<file path="src/rtl/seg_load_pkg.sv">
package seg_load_pkg;
   typedef enum logic [2:0] {
      ST_IDLE, ST_LOCATE, ST_RD_LO, ST_RD_HI, ST_JUDGE, ST_WR_HI, ST_DONE
   } seg_state_t;

   localparam logic [7:0] VEC_NOT_PRESENT = 8'd11;
   localparam logic [7:0] VEC_STACK       = 8'd12;
   localparam logic [7:0] VEC_GEN_PROT    = 8'd13;

   localparam int HB_ACCESSED = 8;
   localparam int HB_RW       = 9;
   localparam int HB_CONFORM  = 10;
   localparam int HB_CODE     = 11;
   localparam int HB_SEGMENT  = 12;
   localparam int HB_DPL_LO   = 13;
   localparam int HB_PRESENT  = 15;
   localparam int HB_GRAN     = 23;
endpackage

</file>
<file path="src/rtl/seg_table_locate.sv">
module seg_table_locate #(
   parameter int ADDR_W = 32,
   parameter int LIM_W  = 16
) (
   input  logic [15:0]       sel,
   input  logic [ADDR_W-1:0] gbase,
   input  logic [LIM_W-1:0]  glimit,
   input  logic [ADDR_W-1:0] lbase,
   input  logic [LIM_W-1:0]  llimit,
   output logic [ADDR_W-1:0] entry_addr,
   output logic              beyond,
   output logic              null_sel
);
   localparam int CMP_W = ((LIM_W > 16) ? LIM_W : 16) + 1;

   logic [15:0]      offset;
   logic [CMP_W-1:0] last_byte;
   logic [CMP_W-1:0] lim_ext;

   assign offset    = {sel[15:3], 3'b000};
   assign null_sel  = (sel[15:2] == 14'd0);
   assign last_byte = CMP_W'(offset) + CMP_W'(7);
   assign lim_ext   = sel[2] ? CMP_W'(llimit) : CMP_W'(glimit);
   assign beyond    = last_byte > lim_ext;

   generate
      if (ADDR_W > 16) begin : g_wide
         assign entry_addr = (sel[2] ? lbase : gbase) + {{(ADDR_W-16){1'b0}}, offset};
      end else begin : g_narrow
         assign entry_addr = (sel[2] ? lbase : gbase) + offset[ADDR_W-1:0];
      end
   endgenerate
endmodule

</file>
<file path="src/rtl/seg_rights_check.sv">
module seg_rights_check
   import seg_load_pkg::*;
(
   input  logic [31:0] hi,
   input  logic [1:0]  rpl,
   input  logic [1:0]  cpl,
   input  logic        stack,
   output logic        violation,
   output logic        present
);
   logic [1:0] dpl;
   logic       is_code, rw, conform, seg;
   logic       stack_bad, data_bad;

   assign dpl     = hi[HB_DPL_LO +: 2];
   assign is_code = hi[HB_CODE];
   assign rw      = hi[HB_RW];
   assign conform = hi[HB_CONFORM];
   assign seg     = hi[HB_SEGMENT];
   assign present = hi[HB_PRESENT];

   always_comb begin
      stack_bad = is_code || !rw || (rpl != cpl) || (dpl != cpl);
      data_bad  = (is_code && !rw) ||
                  (!(is_code && conform) && ((dpl < cpl) || (dpl < rpl)));
      violation = !seg || (stack ? stack_bad : data_bad);
   end
endmodule

</file>
<file path="src/rtl/seg_desc_decode.sv">
module seg_desc_decode
   import seg_load_pkg::*;
(
   input  logic [31:0] lo,
   input  logic [31:0] hi,
   output logic [31:0] base,
   output logic [31:0] limit,
   output logic [31:0] attr
);
   logic [19:0] raw_lim;

   assign base    = {hi[31:24], hi[7:0], lo[31:16]};
   assign raw_lim = {hi[19:16], lo[15:0]};
   assign limit   = hi[HB_GRAN] ? {raw_lim, 12'hFFF} : {12'd0, raw_lim};
   assign attr    = hi | (32'd1 << HB_ACCESSED);
endmodule

</file>
<file path="src/rtl/seg_load_check.sv">
module seg_load_check
   import seg_load_pkg::*;
#(
   parameter int ADDR_W       = 32,
   parameter int LIM_W        = 16,
   parameter bit SET_ACCESSED = 1'b1
) (
   input  logic              clk,
   input  logic              rst_n,
   input  logic              start,
   input  logic              is_stack,
   input  logic [15:0]       selector,
   input  logic [1:0]        cpl,
   input  logic [ADDR_W-1:0] gdt_base,
   input  logic [LIM_W-1:0]  gdt_limit,
   input  logic [ADDR_W-1:0] ldt_base,
   input  logic [LIM_W-1:0]  ldt_limit,
   output logic              mem_req,
   output logic              mem_we,
   output logic [ADDR_W-1:0] mem_addr,
   output logic [31:0]       mem_wdata,
   input  logic [31:0]       mem_rdata,
   input  logic              mem_ack,
   output logic              done,
   output logic              fault,
   output logic [7:0]        vector,
   output logic [15:0]       err_code,
   output logic [31:0]       seg_base,
   output logic [31:0]       seg_limit,
   output logic [31:0]       seg_attr
);
   initial begin
      assert (ADDR_W >= 8 && ADDR_W <= 64)
         else $error("ADDR_W out of range");
      assert (LIM_W >= 3 && LIM_W <= 32)
         else $error("LIM_W out of range");
   end

   localparam logic [ADDR_W-1:0] HI_OFS = ADDR_W'(4);

   seg_state_t        state;
   logic [15:0]       sel_q;
   logic              stk_q;
   logic [1:0]        cpl_q;
   logic [31:0]       lo_q, hi_q;
   logic [ADDR_W-1:0] entry_addr;
   logic              beyond, null_sel;
   logic              violation, present;
   logic [31:0]       dec_base, dec_limit, dec_attr;
   logic              need_wb;
   logic [15:0]       sel_err;

   seg_table_locate #(.ADDR_W(ADDR_W), .LIM_W(LIM_W)) u_locate (
      .sel(sel_q), .gbase(gdt_base), .glimit(gdt_limit),
      .lbase(ldt_base), .llimit(ldt_limit),
      .entry_addr(entry_addr), .beyond(beyond), .null_sel(null_sel)
   );

   seg_rights_check u_rights (
      .hi(hi_q), .rpl(sel_q[1:0]), .cpl(cpl_q), .stack(stk_q),
      .violation(violation), .present(present)
   );

   seg_desc_decode u_decode (
      .lo(lo_q), .hi(hi_q),
      .base(dec_base), .limit(dec_limit), .attr(dec_attr)
   );

   generate
      if (SET_ACCESSED) begin : g_wb
         assign need_wb = !hi_q[HB_ACCESSED];
      end else begin : g_no_wb
         assign need_wb = 1'b0;
      end
   endgenerate

   assign sel_err = sel_q & 16'hFFFC;

   always_ff @(posedge clk) begin
      if (!rst_n) begin
         state     <= ST_IDLE;
         sel_q     <= '0;
         stk_q     <= 1'b0;
         cpl_q     <= '0;
         lo_q      <= '0;
         hi_q      <= '0;
         fault     <= 1'b0;
         vector    <= '0;
         err_code  <= '0;
         seg_base  <= '0;
         seg_limit <= '0;
         seg_attr  <= '0;
      end else begin
         case (state)
            ST_IDLE: begin
               if (start) begin
                  sel_q <= selector;
                  stk_q <= is_stack;
                  cpl_q <= cpl;
                  state <= ST_LOCATE;
               end
            end
            ST_LOCATE: begin
               if (null_sel) begin
                  fault     <= stk_q;
                  vector    <= stk_q ? VEC_GEN_PROT : 8'd0;
                  err_code  <= 16'd0;
                  seg_base  <= '0;
                  seg_limit <= '0;
                  seg_attr  <= '0;
                  state     <= ST_DONE;
               end else if (beyond) begin
                  fault    <= 1'b1;
                  vector   <= VEC_GEN_PROT;
                  err_code <= sel_err;
                  state    <= ST_DONE;
               end else begin
                  state <= ST_RD_LO;
               end
            end
            ST_RD_LO: begin
               if (mem_ack) begin
                  lo_q  <= mem_rdata;
                  state <= ST_RD_HI;
               end
            end
            ST_RD_HI: begin
               if (mem_ack) begin
                  hi_q  <= mem_rdata;
                  state <= ST_JUDGE;
               end
            end
            ST_JUDGE: begin
               if (violation) begin
                  fault    <= 1'b1;
                  vector   <= VEC_GEN_PROT;
                  err_code <= sel_err;
                  state    <= ST_DONE;
               end else if (!present) begin
                  fault    <= 1'b1;
                  vector   <= stk_q ? VEC_STACK : VEC_NOT_PRESENT;
                  err_code <= sel_err;
                  state    <= ST_DONE;
               end else begin
                  fault     <= 1'b0;
                  vector    <= 8'd0;
                  err_code  <= 16'd0;
                  seg_base  <= dec_base;
                  seg_limit <= dec_limit;
                  seg_attr  <= dec_attr;
                  state     <= need_wb ? ST_WR_HI : ST_DONE;
               end
            end
            ST_WR_HI: begin
               if (mem_ack) state <= ST_DONE;
            end
            ST_DONE: state <= ST_IDLE;
            default: state <= ST_IDLE;
         endcase
      end
   end

   always_comb begin
      mem_req   = (state == ST_RD_LO) || (state == ST_RD_HI) || (state == ST_WR_HI);
      mem_we    = (state == ST_WR_HI);
      mem_addr  = (state == ST_RD_LO) ? entry_addr : entry_addr + HI_OFS;
      mem_wdata = hi_q | (32'd1 << HB_ACCESSED);
      done      = (state == ST_DONE);
   end
endmodule

</file>
<file path="config.mk">
export PLATFORM = sky130hd
export DESIGN_NAME = seg_load_check
export DESIGN_NICKNAME = d
export VERILOG_FILES = /design/src/rtl/seg_load_pkg.sv /design/src/rtl/seg_table_locate.sv /design/src/rtl/seg_rights_check.sv /design/src/rtl/seg_desc_decode.sv /design/src/rtl/seg_load_check.sv
export SDC_FILE = /design/constraint.sdc
export NUM_CORES = 1
export LEC_CHECK = 0
export CAP_MARGIN = 10
export CORE_MARGIN = 4
export CORE_UTILIZATION = 40
export CTS_CLUSTER_SIZE = 14
export DETAILED_ROUTE_END_ITERATION = 10
export DONT_BUFFER_PORTS = 1
export PLACE_DENSITY = 0.54
export SLEW_MARGIN = 20
export SYNTH_ARGS = -nofsm -noshare
export SYNTH_HDL_FRONTEND = slang
export SYNTH_SLANG_ARGS = --single-unit
</file>
<file path="constraint.sdc">
create_clock -name clk -period 6.7 [get_ports clk]
set_input_delay 0.335 -clock clk [delete_from_list [all_inputs] [get_ports clk]]
set_output_delay 0.335 -clock clk [all_outputs]
set_load 0.02 [all_outputs]
</file>
### Yosys cells after proc, flatten, opt, wreduce, memory -nomap -nowiden

Cells that the tools add are included.

* $add $sub $neg: 3
* multipliers: 0
* div/mod/pow operators: 0
* order comparisons: 3
* equality and inequality tests: 16
* shift-type cells: 0
* multiplexer cells: 42
* bitwise logic cells: 0
* reduce and logical (&&, ||, !) cells: 23

Operators with widths (number)
* two-way mux 32 bit: 10
* one-hot mux 32 bit (2 select lines): 3
* two-way mux 16 bit: 5
* adder 32 x 16 -> 32 bit: 1
* adder 32 x 3 -> 32 bit, second input constant: 1
* one-hot mux 16 bit (2 select lines): 1
* two-way mux 3 bit: 7
* one-hot mux 3 bit (6 select lines): 1
* adder 16 x 3 -> 17 bit, second input constant: 1
* greater-than comparator 17 bit: 1
* two-way mux 8 bit: 2
* one-hot mux 8 bit (2 select lines): 1
* zero test 14 bit: 1
* two-way mux 4 bit: 3
* != test 2 bit, second input constant: 6
* == test 3 bit, second input constant: 3
* logical OR 1 bit: 8
* AND reduction 2 bit: 4
* AND reduction 4 bit: 2
* == test 3 x 2 -> 1 bit, second input constant: 2
* two-way mux 2 bit: 3
* two-way mux 1 bit: 5
* less-than comparator 2 bit: 2
* != test 2 bit: 2
* 8 further kinds: 12

* register bits after elaboration: 207
* latch bits: 0
* bits in writable memories: 0
* ROM bits: 0
* input bits: 151
* output and inout port bits: 188
* logic and storage cells: 99
* memories: 0

### Longest topological paths before layout

* word-level depth: 8
* mapped depth: 18
* gate-level depth less buffers: 13

### By module

Synthesis repeated with hierarchy kept, for this count alone.

* cell total of the unflattened synthesis: 1299
* area total of the unflattened synthesis: 11384.7 um2

Modules (own cells, without submodules)
* seg_load_check: instances 1, cells each 938, area each 8496.9 um2, sequential area each 4003.8 um2
* seg_table_locate: instances 1, cells each 242, area each 1974.4 um2, sequential area each 0.0 um2
* seg_desc_decode: instances 1, cells each 100, area each 770.7 um2, sequential area each 0.0 um2
* seg_rights_check: instances 1, cells each 19, area each 142.6 um2, sequential area each 0.0 um2

### Least setup slack after synthesis

Ideal clock, no wire load.

* kind: reg-to-output
* from: register sel_q[2]
* to: output mem_addr[25]
* arrival time: 4291 ps
* required time: 6365 ps
* setup slack: 2074 ps
* stages on the path, launching flop included: 18
* cells stage by stage: dfxtp_1 -> buf_4 -> buf_2 -> buf_2 -> buf_1 -> mux2_2 -> ha_1 -> inv_1 -> fa_1 -> nor2b_1 -> o2111ai_1 -> a2111oi_2 -> o31ai_1 -> xor2_1 -> and4_1 -> nand3_1 -> a31o_2 -> xor2_1

* longest elaborated chain between the ends: 4

RTL lines
* start, declared: line seg_load_check.sv:42 `logic [15:0] sel_q;`
* start signal, assigned: line seg_load_check.sv:97 `sel_q <= selector;`
* two-way mux 32 bit (*): line seg_table_locate.sv:28 `assign entry_addr = (sel[2] ? lbase : gbase) + {{(ADDR_W-16){1'b0}}, offset};`
* adder 32 x 16 -> 32 bit (*): line seg_table_locate.sv:28
* adder 32 x 3 -> 32 bit: line seg_load_check.sv:166 `mem_addr = (state == ST_RD_LO) ? entry_addr : entry_addr + HI_OFS;`
* two-way mux 32 bit (*): line seg_load_check.sv:166
* end, declared: line seg_load_check.sv:20 `output logic [ADDR_W-1:0] mem_addr,`

Every way passes the cells marked *; elsewhere a longest branch is shown, timed or not.

### Final worst setup path

Same ends and word-level chain as after synthesis.

==> flow_metrics.tcl <==
set metrics [dict create \
    status "complete, no violations" \
    power_leakage_nw 3.62 \
    antenna_cells 0 \
    cp-end-kind "output port" \
    cts_resized 0 \
    fin_crit_ns 5.27 \
    synth-edff-count 0 \
    ir_worst_vdd_mv 0.223 \
    core_area_um2 24200 \
    ys_types 73 \
    root_buffer "clkbuf_16" \
    clk_latency_ns 0.43 \
    syn_avg_cell_area_um2 8.79 \
    io_buffer_count 0 \
    clock-sinks 183 \
    synth_warnings 0 \
    grt_pass1_vias 7170 \
    cts.path.max_buffers 2 \
    die_w_um 165 \
    vias 7609 \
    place_hpwl_um 21200 \
    postCtsHoldBufs 0 \
    grt_max_degree 98 \
    synthCells 1119 \
    synth_common_cells "nand2_1 (213), dfxtp_1 (183), a21boi_0 (86), a22o_1 (68), buf_4 (59)" \
    tns_ns 0 \
    yosysTopAreaCell "dfxtp_1" \
    cp.arrival_ns 4.93 \
    drv_cap 0 \
    fin_hold_ws_ns 0.0388 \
    syn2layout_area_growth_pct 4.45 \
    drive_above_1_share_pct 8.88 \
    clk_pin_slew_worst_paths_ns 0.08 \
    htreeDepth 4 \
    dieHeight_um 165 \
    setup_viol 0 \
    period_share_pct 78.6 \
    drc 0 \
    synth.cell_area_um2 9840 \
    synth_ff_type "dfxtp_1" \
    r2r_cells 11 \
    grt_pass1_wl_um 42700 \
    synth_top_area_share_pct 37.2 \
    slowest_stage "dfxtp_2" \
    path_cells "buf_4 -> mux2_2 -> ha_1 -> a21oi_1 -> a21oi_1 -> or3_4 -> xnor2_2 -> and3b_1 -> nand3_1 -> a31o_2 -> xor2_1" \
    postRouteAntennaNets 0 \
    skew_ns 0.0217 \
    hold_path.class "primary input to flop" \
    track_usage_pct 20.2 \
    p_per_area_nw_per_um2 298 \
    io_pins 339 \
    cp_common_cell "a21oi_1" \
    drt_iter0_markers 381 \
    crit_type "flop to output port" \
    ys_seq_area_share_pct 37.2 \
    fmax_mhz 190 \
    critical_path_buf_inv_count 1 \
    initial_utilization_pct 40.6 \
    max_stage_delay_ns 0.78 \
    wirelength_um 28800 \
    rsz0062_at_grt "false" \
    required_ns 6.36 \
    gr-total-overflow 0 \
    startpoint_type "flop" \
    final_net_count 1216 \
    path_depth 11 \
    nFillCells 2456 \
    cts_tree "yes" \
    crit_family "simple AND/OR/NAND/NOR gates" \
    post_cts.repair.setup_buffers 0 \
    critPathMaxFanout 41 \
    maxSlewHeadroom_pct 32.9 \
    hold_violations 0 \
    synth_seq_cells 183 \
    synth.most_common_cell "nand2_1" \
    num_rows 57 \
    wl_per_cell_um 21.0 \
    cts_made_buffers 17 \
    synth_area_leaders "dfxtp_1 (37%), nand2_1 (8.1%), a21boi_0 (6.6%)" \
    worst_hold_path.num_cells 2 \
    worstMarginPinSlew_ns 1.01 \
    avgViaCountPerCell 5.55 \
    antenna_found_initial 1 \
    maxSlewViolCount 0 \
    first_pass_iters 5 \
    dieArea_um2 27200 \
    gp_congestion 0.822 \
    ys_async_sr_fraction_pct 0 \
]
## flip-flops by register name, summed over array words and instances (netlist names), 2 cells and up
| signal | flops |
|---|---|
| seg_base | 32 |
| hi_q | 32 |
| sel_q | 16 |
| seg_limit | 32 |
| vector | 3 |
| lo_q | 32 |
| seg_attr | 15 |
| err_code | 14 |
| cpl_q | 2 |
| state | 3 |
## cells in the final DEF, fill, tap and decap left out, types with 6 or more instances in the layout
cell type	count
conb_1	7
a21oi_1	25
mux2i_1	35
nor2b_1	8
a22o_1	68
xnor2_1	28
dfxtp_1	182
inv_1	21
nand2b_1	12
clkinv_8	7
clkbuf_16	17
mux2_2	19
ha_1	30
and2_1	7
nand3_1	27
nand2_1	213
nor2_1	44
nor4_1	6
a21boi_0	86
buf_4	7
o2bb2ai_1	20
nor3_1	7
a21o_1	12
xor2_1	23
nand4_1	14
o21ai_0	24
## final cells by class
type | count | area [µm²] | share of cell area (%)
multi-input combinational | 804 | 5450 | 53.1
sequential | 183 | 3660 | 35.7
clock buffer | 17 | 425 | 4.14
tap | 324 | 405 | 3.95
clock inverter | 15 | 196 | 1.91
inverter | 21 | 78.8 | 0.767
timing repair buffer | 7 | 52.6 | 0.512
## per-stage QoR
stage               power, mW  setup slack (ns)  utilization [%]  cells  cell area [µm²]
finish                   3.06              1.43             42.4   1371            10300
global route             3.23              1.13             42.4   1371            10300
CTS                      3.10              1.43             42.4   1371            10300
detailed placement       2.05              1.91             39.8   1339             9650
global placement         2.05              2.03             39.8   1339             9650
floorplan                1.89              2.07                -   1124             9850
## layer usage
metal	share of wire, %	global-route usage, %	vias to the layer above
met2	46	31.7	231
li1	-	-	3725
met1	45	27.1	3630
met3	8.3	6.39	21
met4	1.3	4.84	2
met5	0.024	0	-
## worst paths after layout
kind	from	to	slack, ns
setup / recovery	sel_q[2]	mem_addr[25]	1.43
hold / removal	selector[15]	sel_q[15]	0.04
setup reg to reg	sel_q[2]	err_code[12]	2.77
hold reg to reg	lo_q[31]	lo_q[31]	0.46
## cell families after synthesis
group,after synthesis,share of synthesized area (%)
and+or+nand+nor,372,17.5
muxes,55,5.88
AOI/OAI and AO/OA,287,22.9
xor gates and xnor gates,52,4.71
adders and majority gates,31,4.02
other,2,0.0764
DFF,183,37.2
buffers and inverters,137,7.68
## where the power goes
| group | internal (mW) | total [mW] | switching, mW | leakage (nW) |
|---|---|---|---|---|
| Combinational | 0.262 | 0.781 | 0.520 | 1.85 |
| Clock | 0.513 | 1.04 | 0.526 | 0.293 |
| Sequential | 1.14 | 1.24 | 0.102 | 1.48 |
| Total | 1.91 | 3.06 | 1.15 | 3.62 |
Power figures use the tool's default switching activity.
